**config.mk**
```make
export PLATFORM = sky130hd
export DESIGN_NAME = rst_source_ctrl
export DESIGN_NICKNAME = d
export VERILOG_FILES = /design/src/rtl/rstc_pkg.sv /design/src/rtl/rstc_sync.sv /design/src/rtl/rstc_clk_monitor.sv /design/src/rtl/rstc_sequencer.sv /design/src/rtl/rstc_regs.sv /design/src/rtl/rst_source_ctrl.sv
export SDC_FILE = /design/constraint.sdc
export NUM_CORES = 1
export LEC_CHECK = 0
export BUFFER_PORTS_ARGS = -buffer_cell sky130_fd_sc_hd__clkbuf_2
export CORE_AREA = 2 2 59 61
export DETAILED_ROUTE_END_ITERATION = 8
export DIE_AREA = 0 0 61 63
export GPL_ROUTABILITY_DRIVEN = 1
export PLACE_DENSITY = 0.8
export SYNTH_ARGS = -nofsm -noshare
export SYNTH_HDL_FRONTEND = slang
export SYNTH_HIERARCHICAL = 1
export SYNTH_SLANG_ARGS = --single-unit
export TNS_END_PERCENT = 30
```
**constraint.sdc**
```tcl
create_clock -name ref_clk -period 1.9 [get_ports ref_clk]
set_input_delay 0.095 -clock ref_clk [delete_from_list [all_inputs] [get_ports ref_clk]]
set_output_delay 0.095 -clock ref_clk [all_outputs]
set_load 0.01 [all_outputs]
```
**src/rtl/rstc_pkg.sv**
```systemverilog
package rstc_pkg;
    localparam int REG_W = 8;

    typedef enum logic {
        ADDR_MON = 1'b0,
        ADDR_SRC = 1'b1
    } reg_addr_e;

    localparam int MON_EN_BIT   = 7;
    localparam int MON_STAT_BIT = 6;
    localparam int SRC_PIN_BIT  = 0;
    localparam int SRC_SEL_BIT  = 1;
    localparam int SRC_CLK_BIT  = 2;
    localparam int SRC_SUP_BIT  = 3;

    typedef struct packed {
        logic sup;
        logic clk;
        logic pin;
    } cause_t;
endpackage

```
**src/rtl/rstc_sync.sv**
```systemverilog
module rstc_sync #(
    parameter int WIDTH = 1,
    parameter int STAGES = 2,
    parameter logic [WIDTH-1:0] RESET_VAL = '0
) (
    input  logic             clk,
    input  logic             arst_n,
    input  logic [WIDTH-1:0] d_i,
    output logic [WIDTH-1:0] q_o
);
    logic [WIDTH-1:0] stage_q [STAGES];

    genvar g;
    generate
        for (g = 0; g < STAGES; g++) begin : g_stage
            if (g == 0) begin : g_first
                always_ff @(posedge clk or negedge arst_n) begin
                    if (!arst_n) stage_q[g] <= RESET_VAL;
                    else         stage_q[g] <= d_i;
                end
            end else begin : g_next
                always_ff @(posedge clk or negedge arst_n) begin
                    if (!arst_n) stage_q[g] <= RESET_VAL;
                    else         stage_q[g] <= stage_q[g-1];
                end
            end
        end
    endgenerate

    assign q_o = stage_q[STAGES-1];
endmodule

```
**src/rtl/rstc_clk_monitor.sv**
```systemverilog
module rstc_clk_monitor #(
    parameter int TIMEOUT_CYC = 1000
) (
    input  logic clk,
    input  logic arst_n,
    input  logic sys_clk_s,
    input  logic en_i,
    output logic timeout_o
);
    localparam int CW = $clog2(TIMEOUT_CYC + 1);
    localparam logic [CW-1:0] LIMIT = CW'(TIMEOUT_CYC);

    typedef struct packed {
        logic          prev;
        logic [CW-1:0] cnt;
    } mon_state_t;

    mon_state_t st_d, st_q;
    logic       edge_seen;

    always_comb begin
        st_d      = st_q;
        edge_seen = sys_clk_s ^ st_q.prev;
        st_d.prev = sys_clk_s;
        if (!en_i || edge_seen) begin
            st_d.cnt = '0;
        end else if (st_q.cnt != LIMIT) begin
            st_d.cnt = st_q.cnt + 1'b1;
        end
    end

    always_ff @(posedge clk or negedge arst_n) begin
        if (!arst_n) st_q <= '0;
        else         st_q <= st_d;
    end

    assign timeout_o = (st_q.cnt == LIMIT);

    assert_disabled_quiet_R7: assert property (@(posedge clk) disable iff (!arst_n)
        !en_i |=> !timeout_o);

    assert_edge_restarts_R8: assert property (@(posedge clk) disable iff (!arst_n)
        (sys_clk_s != st_q.prev) |=> !timeout_o);
endmodule

```
**src/rtl/rstc_sequencer.sv**
```systemverilog
module rstc_sequencer
    import rstc_pkg::*;
#(
    parameter int HOLD_CYC = 16
) (
    input  logic   clk,
    input  logic   arst_n,
    input  cause_t req_i,
    output logic   rst_n_o,
    output logic   latch_o,
    output cause_t cause_o
);
    localparam int HW = $clog2(HOLD_CYC + 1);
    localparam logic [HW-1:0] LAST = HW'(HOLD_CYC - 1);

    typedef struct packed {
        logic          rst_n;
        logic [HW-1:0] cnt;
        cause_t        pending;
    } seq_state_t;

    seq_state_t st_d, st_q;
    logic       any_req;

    always_comb begin
        st_d    = st_q;
        any_req = |req_i;
        latch_o = 1'b0;
        if (any_req) begin
            st_d.rst_n   = 1'b0;
            st_d.cnt     = '0;
            st_d.pending = cause_t'(st_q.pending | req_i);
        end else if (!st_q.rst_n) begin
            if (st_q.cnt == LAST) begin
                st_d.rst_n   = 1'b1;
                st_d.cnt     = '0;
                st_d.pending = '0;
                latch_o      = 1'b1;
            end else begin
                st_d.cnt = st_q.cnt + 1'b1;
            end
        end
    end

    always_ff @(posedge clk or negedge arst_n) begin
        if (!arst_n) begin
            st_q.rst_n   <= 1'b0;
            st_q.cnt     <= '0;
            st_q.pending <= '0;
        end else begin
            st_q <= st_d;
        end
    end

    assign rst_n_o = st_q.rst_n;
    assign cause_o = st_q.pending;

    assert_req_holds_reset_R3: assert property (@(posedge clk) disable iff (!arst_n)
        (|req_i) |=> !rst_n_o);

    assert_no_spurious_reset_R3: assert property (@(posedge clk) disable iff (!arst_n)
        (rst_n_o && !(|req_i)) |=> rst_n_o);
endmodule

```
**src/rtl/rstc_regs.sv**
```systemverilog
module rstc_regs
    import rstc_pkg::*;
(
    input  logic             clk,
    input  logic             arst_n,
    input  logic             wr_i,
    input  logic             addr_i,
    input  logic [REG_W-1:0] wdata_i,
    input  logic             vdd_s_i,
    input  logic             latch_i,
    input  cause_t           cause_i,
    output logic             mon_en_o,
    output logic             sup_sel_o,
    output logic             clk_en_o,
    output logic [REG_W-1:0] rdata_o
);
    typedef struct packed {
        logic   mon_en;
        logic   sup_sel;
        logic   clk_en;
        cause_t flags;
    } reg_state_t;

    reg_state_t st_d, st_q;

    always_comb begin
        st_d = st_q;
        if (wr_i && addr_i == ADDR_MON) begin
            st_d.mon_en = wdata_i[MON_EN_BIT];
        end
        if (wr_i && addr_i == ADDR_SRC) begin
            st_d.sup_sel = wdata_i[SRC_SEL_BIT];
            st_d.clk_en  = wdata_i[SRC_CLK_BIT];
        end
        if (latch_i) begin
            st_d.flags = cause_i;
        end
    end

    always_ff @(posedge clk or negedge arst_n) begin
        if (!arst_n) begin
            st_q.mon_en  <= 1'b1;
            st_q.sup_sel <= 1'b0;
            st_q.clk_en  <= 1'b0;
            st_q.flags   <= '0;
        end else begin
            st_q <= st_d;
        end
    end

    always_comb begin
        rdata_o = '0;
        if (addr_i == ADDR_MON) begin
            rdata_o[MON_EN_BIT]   = st_q.mon_en;
            rdata_o[MON_STAT_BIT] = vdd_s_i;
        end else begin
            rdata_o[SRC_PIN_BIT] = st_q.flags.pin;
            rdata_o[SRC_SEL_BIT] = st_q.sup_sel;
            rdata_o[SRC_CLK_BIT] = st_q.flags.clk;
            rdata_o[SRC_SUP_BIT] = st_q.flags.sup;
        end
    end

    assign mon_en_o  = st_q.mon_en;
    assign sup_sel_o = st_q.sup_sel;
    assign clk_en_o  = st_q.clk_en;

    assert_flags_only_on_release_R10: assert property (@(posedge clk) disable iff (!arst_n)
        !latch_i |=> $stable(st_q.flags));

    assert_enable_needs_write_R4: assert property (@(posedge clk) disable iff (!arst_n)
        !(wr_i && addr_i == ADDR_MON) |=> $stable(st_q.mon_en));
endmodule

```
**src/rtl/rst_source_ctrl.sv**
```systemverilog
module rst_source_ctrl
    import rstc_pkg::*;
#(
    parameter int TIMEOUT_CYC = 1000,
    parameter int HOLD_CYC = 16
) (
    input  logic             ref_clk,
    input  logic             por_n,
    input  logic             sys_clk,
    input  logic             ext_rst_n,
    input  logic             vdd_ok,
    input  logic             reg_wr,
    input  logic             reg_addr,
    input  logic [REG_W-1:0] reg_wdata,
    output logic [REG_W-1:0] reg_rdata,
    output logic             sys_rst_n
);
    logic [2:0] async_in;
    logic [2:0] sync_out;
    logic       sys_clk_s, vdd_s, pin_s;
    logic       mon_en, sup_sel, clk_en;
    logic       timeout, latch;
    cause_t     req, cause;

    assign async_in = {sys_clk, vdd_ok, ext_rst_n};

    rstc_sync #(.WIDTH(3), .STAGES(2), .RESET_VAL(3'b011)) u_sync (
        .clk(ref_clk), .arst_n(por_n), .d_i(async_in), .q_o(sync_out)
    );

    assign sys_clk_s = sync_out[2];
    assign vdd_s     = sync_out[1];
    assign pin_s     = sync_out[0];

    rstc_clk_monitor #(.TIMEOUT_CYC(TIMEOUT_CYC)) u_mon (
        .clk(ref_clk), .arst_n(por_n), .sys_clk_s(sys_clk_s),
        .en_i(clk_en), .timeout_o(timeout)
    );

    always_comb begin
        req     = '0;
        req.pin = !pin_s;
        req.sup = mon_en && sup_sel && !vdd_s;
        req.clk = timeout;
    end

    rstc_sequencer #(.HOLD_CYC(HOLD_CYC)) u_seq (
        .clk(ref_clk), .arst_n(por_n), .req_i(req),
        .rst_n_o(sys_rst_n), .latch_o(latch), .cause_o(cause)
    );

    rstc_regs u_regs (
        .clk(ref_clk), .arst_n(por_n), .wr_i(reg_wr), .addr_i(reg_addr),
        .wdata_i(reg_wdata), .vdd_s_i(vdd_s), .latch_i(latch), .cause_i(cause),
        .mon_en_o(mon_en), .sup_sel_o(sup_sel), .clk_en_o(clk_en),
        .rdata_o(reg_rdata)
    );

    assert_gated_supply_R5: assert property (@(posedge ref_clk) disable iff (!por_n)
        (sys_rst_n && pin_s && !timeout && !(mon_en && sup_sel)) |=> sys_rst_n);
endmodule

```
==> results of run 1 <==
[power by group]
part,internal (W),leakage (nW),switching (W),total (W)
Combinational,0.0000710,0.362,0.0000767,0.000148
Clock,0.000182,0.0326,0.000214,0.000396
Sequential,0.000715,0.405,0.0000238,0.000739
Total,0.000968,0.799,0.000314,0.00128
[final cells by class]
| cell class | instances | area (sq um) |
|---|---|---|
| repair buffers | 33 | 222.7 |
| flip-flops and latches | 32 | 807.0 |
| clock buffers | 8 | 58.81 |
| inverters | 4 | 15.01 |
| fillers | 259 | 1426 |
| multi-input cells | 90 | 644.4 |
| well taps | 46 | 57.56 |
[layer usage]
metal  vias to the layer above  track usage [%]  part of all wire, %  wire (microns)
met2                        29            27.96                   54            1502
li1                        522                -                    -               -
met1                       529            19.30                   40            1103
met5                         -                0                    0               0
met4                         0            7.609                  1.8              50
met3                         8            6.418                  4.5             126
[cells in the final DEF (no fill, tap or decap), types with 3 or more instances in the layout]
cell,count
nor2b_1,3
clkbuf_4,5
buf_4,11
nand2_1,7
nand3_1,10
dfstp_2,5
mux2_4,3
a21oi_1,7
xnor2_1,3
dlygate4sd3_1,6
clkbuf_2,16
dfrtp_1,27
nor2_1,11
and2_1,4
[kinds of logic (layout without fill, tap and decap cells)]
family / after synthesis / after routing / share of synthesized area [%]
AO/OA/AOI/OAI: 13 / 13 / 5.054
adder cells (fa/ha/maj): 3 / 3 / 2.486
multiplexers: 8 / 8 / 5.799
flip-flops: 32 / 32 / 53.44
AND/OR/NAND/NOR: 59 / 59 / 24.36
XOR/XNOR: 5 / 5 / 2.900
buffers and inverters: 13 / 45 / 5.716
other: 1 / 2 / 0.2483
[state kept, by name (all words and copies together), names as in the netlist, 3 cells and up]
signal,cells
u_mon/st_q,11
u_seq/cause_o,3
u_regs/st_q,3
u_seq/st_q,5
u_sync/q_o,3
u_sync/stage_q,3
[per-stage QoR]
stage	instance area [sq um]	power [W]	TNS [ps]	setup slack [ps]
2_1_floorplan	1528	0.0008220	-42.03	-14.01
3_3_place_gp	1639	0.0008637	0	20.99
3_5_place_dp	1639	0.0008719	-56.31	-26.63
4_1_cts	1798	0.001291	-4.084	-4.084
5_1_grt	1805	0.001343	-166.1	-48.90
6_report	1805	0.001283	0	20.48
[what timing repair did]
action	in CTS	in global routing
gates cloned	0	0
resized for setup	3	0
pin swaps	3	1
hold buffers	6	0
endpoints found under the hold margin	32	0
setup buffers	4	1
endpoints found under the setup margin	3	5
[worst paths after layout]
check / start / slack (ps) / end
setup / recovery: u_mon/st_q[0] / 20 / u_regs/st_q[2]
hold / removal: reg_wdata[7] / 20 / u_regs/mon_en_o
setup reg to reg: u_mon/st_q[0] / 20 / u_regs/st_q[2]
hold reg to reg: u_sync/stage_q[5] / 360 / u_sync/q_o[2]
max in group asynchronous: por_n / 1060 / u_regs/st_q[0]
min in group asynchronous: por_n / 360 / u_mon/st_q[5]
[worst max-delay path: stages (launching register included)]
cell and delay [ps]:
dfrtp_1 380, inv_2 60, ha_4 150, nand4b_1 140, nor4b_4 70, or3_4 380, nor3_4 250, mux2_4 340
[Yosys cell counts, types with 3 or more instances]
library cell,instances
nand3_1,10
buf_4,8
xnor2_1,3
nor2_1,11
nand2_1,7
and2_1,4
ha_1,3
dfrtp_1,27
inv_1,4
nor2b_1,3
a21oi_1,7
dfstp_2,5
mux2_2,4
==> impl_results.md, run 1 <==
- Run status: complete, no violations
- Chip height: 63 microns
- YS warnings: 6
- CTS root buffer: clkbuf_4
- Number of global-route vias before repair: 1112
- Final hold violation count: 0
- Crit Path Max Fanout: 4
- Unrepaired setup endpoints after global routing: true
- Initial DRC Count: 18
- CTS H-tree lvls: 2
- WP data arrival: 2090 ps
- Clk slew on worst S/H paths: 90 ps
- CTS tree: yes
- Hold WC Path Type: in2reg
- First drt pass iteration count: 4
- Power Density: 710.5 nW/um^2
- Largest net degree at the start of global routing: 33
- Slew headroom: 49.33%
- Die Wd: 61 microns
- Mean post-synth cell area: 11.27 sq um
- Yosys top cell by area: dfrtp_1
- Die footprint: 3843 sq um
- Leak pwr: 0.7993 nW
- Area contributors post-synth: dfrtp_1 (45%), dfstp_2 (8.7%), buf_4 (4.0%)
- First-pass GRT wire length: 4816 microns
- Worst hold stages: 2
- Final setup fails: 0
- Number of nets with antenna violations after routing: 0
- Min Hold Slack: 22.19 ps
- Post-Syn Area: 1510 sq um
- Number of synthesized flops with an enable pin: 0
- Vias per Instance: 5.108
- Clock buffer depth: 2
- Final core occ: 55.87%
- Crit share post-route: 98.92%
- DRC viols: 0
- Tot GR Track Use: 17.09%
- Num ports: 24
- P&R area growth vs syn: 19.55%
- Sequential area share after synthesis: 53.44%
- CTS Buf Count: 5
- Worst-margin pin slew: 760.0 ps
- Setup crit start kind: register
- Ys async rst share: 100.0%
- Antenna violations before repair: 0
- Req. time, crit path: 2110 ps
- Maxcap violations: 0
- Share of layout cells above drive strength 1: 29.94%
- Maximum VDD drop: 0.4994 mV
- GR Overflow Total: 0
- Yosys cell types: 40
- Synth Instances: 134
- DR WL/cell: 13.07 microns
- RePlAce Congestion: 0.8565
- CP endpoint kind: register
- Yosys reg bits: 32
- Nets@finish: 184
- R2R depth: 7
- Yosys top cell area share: 44.74%
- Core area: 3232 sq um
- # clock sinks: 32
- Rows: 21
- Diode count: 0
- Input/output buffers: 16
- Final Max Tran Viols: 0
- Initial Util: 46.73%
- Vias: 1088
- Final min period: 1880 ps
- Skew-Pair Late Insertion Delay: 330 ps
- Crit Path Category: reg2reg
- Clk_skew: 4.894 ps
- Final cell count without fillers: 213
- Inst Count DP: 194
- DRT Wirelength: 2783 microns
- Post-detail-place hpwl: 1889 microns
- F_max: 532.1 MHz
- Main flop type after synthesis: dfrtp_1
(Power assumes the default switching activity.)
==> inputs of run 2 (changes only) <==
==> constraint.sdc (replaced) <==
create_clock -name ref_clk -period 1.9 [get_ports ref_clk]
set_input_delay 0.19 -clock ref_clk [delete_from_list [all_inputs] [get_ports ref_clk]]
set_output_delay 0.19 -clock ref_clk [all_outputs]
set_load 0.01 [all_outputs]
==> impl_results.md, run 2 (synthesis results as in run 1) <==
- Req. time, crit path: 2130 ps (+20 ps)
- Vias per Instance: 5.090 (-0.34%)
- Setup crit start kind: register
- Net Switching: 0.0003293 W (+4.8%)
- Antenna violations before repair: 0 (unchanged)
- GR Overflow Total: 0 (unchanged)
- Most common cell after layout, fill and taps aside: dfrtp_1
- Pint: 0.001052 W (+8.7%)
- Hold WC Path Type: in2reg
- Core area: 3232 sq um (unchanged)
- Maxcap violations: 0 (unchanged)
- Combinational power share: 9.8% (-1.7 points)
- CTS root buffer: clkbuf_4
- First drt pass iteration count: 4 (unchanged)
- Die footprint: 3843 sq um (unchanged)
- Clk network pwr share: 36.9% (+6.0 points)
- DRC viols: 0 (unchanged)
- Worst reg2reg endpoint: u_regs/st_q[2]
- Share of layout cells above drive strength 1: 29.88% (-0.062 points)
- GR Layer Usage met1: 20.22% (+0.92 points)
- Final Max Tran Viols: 0 (unchanged)
- Initial DRC Count: 17 (-1)
- Busiest grt layer: met2
- Largest register FFs: 11 (unchanged)
- Die Wd: 61 microns (unchanged)
- Largest regs: u_mon/st_q x11, u_seq/st_q x5
- Leak pwr: 0.7936 nW (-0.71%)
- CP peak stage delay: 390 ps (about the same)
- Critical Path, Cell by Cell: inv_1 > ha_2 > nand4b_1 > nor4b_4 > or3_4 > nor3_4 > buf_6 > mux2_4
- Num ports: 24 (unchanged)
- WP data arrival: 2080 ps (about the same)
- Number of nets with antenna violations after routing: 0 (unchanged)
- Chip height: 63 microns (unchanged)
- Power Density: 770.6 nW/um^2 (+8.5%)
- R2R Setup Slk: 50 ps (+30 ps)
- Clk slew on worst S/H paths: 100 ps (about the same)
- Flop pwr share: 53.4% (-4.2 points)
- Most frequent cells in the layout: dfrtp_1 (27), clkbuf_2 (16), nor2_1 (11)
- First-pass GRT wire length: 4830 microns (+0.29%)
- Crit Path Category: reg2reg
- Hold EP: u_regs/sup_sel_o
- Top reg by flops: u_mon/st_q
- Largest net degree at the start of global routing: 33 (unchanged)
- Vias: 1069 (-1.7%)
- Run status: complete, no violations
- CTS tree: yes
- Post-detail-place hpwl: 1851 microns (-2.0%)
- # fillers: 267 (+3.1%)
- Clk_skew: 8.949 ps (+4.055 ps)
- DRT Wirelength: 2672 microns (-4.0%)
- Tot GR Track Use: 16.96% (-0.13 points)
- Final setup fails: 0 (unchanged)
- Crit share post-route: 97.44% (-1.5 points)
- CP endpoint kind: register
- Worst-margin pin slew: 772.3 ps (+12.26 ps)
- Clock buffer depth: 2 (unchanged)
- RePlAce Congestion: 0.8555 (-0.12%)
- Beginning of the worst hold path: reg_wdata[1]
- CP max-delay cell: or3_4
- CTS Buf Count: 5 (unchanged)
- Met2 usage: 27.69% (-0.27 points)
- # clock sinks: 32 (unchanged)
- DR WL/cell: 12.72 microns (-2.6%)
- Final Power: 0.001382 W (+7.7%)
- Crit Path Max Fanout: 5 (+1)
- Final min period: 1851 ps (-28.08 ps)
- Initial Util: 46.73% (unchanged)
- Number of global-route vias before repair: 1127 (+1.3%)
- Final setup TNS: 0 ps (unchanged)
- Slew headroom: 48.52% (-0.82 points)
- Final hold violation count: 0 (unchanged)
- Skew-Pair Late Insertion Delay: 330 ps (about the same)
- Maximum VDD drop: 0.5591 mV (+12%)
- Diode count: 0 (unchanged)
- F_max: 540.1 MHz (+1.5%)
- Input/output buffers: 16 (unchanged)
- R2R depth: 8 (+1)
- Rows: 21 (unchanged)
- P&R area growth vs syn: 18.72%
- Nets@finish: 181 (-1.6%)
- Sw Ratio: 23.84% (-0.67 points)
- Worst hold stages: 2 (unchanged)
- Grt met3 use: 5.797% (-0.62 points)
- Reg2Reg Launch Point: u_mon/st_q[0]
- CTS H-tree lvls: 2 (unchanged)
-- run 2: per-stage QoR --
stage | cell area, sq um | util [%] | instances | setup WS, ps | hold slack, ps
final | 1793 | 55.48 | 210 | 48.56 | 75.36
after global routing | 1793 | 55.48 | 210 | -14.31 | 83.62
after CTS | 1778 | 55.01 | 208 | 9.978 | 65.38
after detailed placement | 1639 | 50.72 | 194 | -22.95 | 280.4
after global placement | 1639 | 50.72 | 194 | 24.26 | 279.4
after floorplan | 1528 | - | 135 | -14.01 | -105.6
-- run 2: area by class of cell --
type	instances	area [sq um]	area share (%)
Inverter	4	15.01	0.8374
Timing Repair Buffer	30	198.9	11.10
Clock buffer	5	37.54	2.094
Clock inverter	3	42.54	2.373
Multi-Input combinational cell	90	634.4	35.38
Tap cell	46	57.56	3.210
Sequential cell	32	807.0	45.01
-- run 2: how the worst max path moves through the flow --
stage                     slack (ps)           from              to
after floorplan                  -10  u_mon/st_q[0]  u_regs/st_q[0]
after global placement            20  u_mon/st_q[0]  u_regs/st_q[2]
after detailed placement         -20  u_mon/st_q[0]  u_regs/st_q[2]
after CTS                         10  u_mon/st_q[0]  u_regs/st_q[2]
after global routing             -10  u_mon/st_q[0]  u_regs/st_q[2]
final                             50  u_mon/st_q[0]  u_regs/st_q[2]
-- run 2: per-layer routing --
metal  vias to the layer above  wire [microns]
li1                        513               -
met1                       522            1092
met2                        28            1413
met3                         6             120
met4                         0              45
met5                         -               0
-- run 2: power by group through the flow --
stage          combinational [W]  sequential (W)  clock, W
2_1_floorplan          0.0000759        0.000746         0
3_3_place_gp            0.000116        0.000748         0
3_5_place_dp            0.000121        0.000750         0
4_1_cts                 0.000129        0.000737  0.000520
5_1_grt                 0.000155        0.000742  0.000564
6_report                0.000135        0.000737  0.000509
-- run 2: worst max-delay path, delay by kind of cell (launching register included) --
family / cells / cell delay, ps
multiplexers: 1 / 300
AND/OR/NAND/NOR: 4 / 720
buffers and inverters: 2 / 210
adder cells (fa/ha/maj): 1 / 160
flip-flops: 1 / 370
-- run 2: repair_timing --
| action | 4_1_cts | 5_1_grt |
|---|---|---|
| buffers inserted | 2 | 2 |
| resized for setup | 1 | 0 |
| cloned | 0 | 0 |
| hold buffers | 4 | 0 |
| pin swaps | 2 | 2 |
| setup endpoints to repair | 3 | 3 |
| hold endpoints to repair | 30 | 0 |
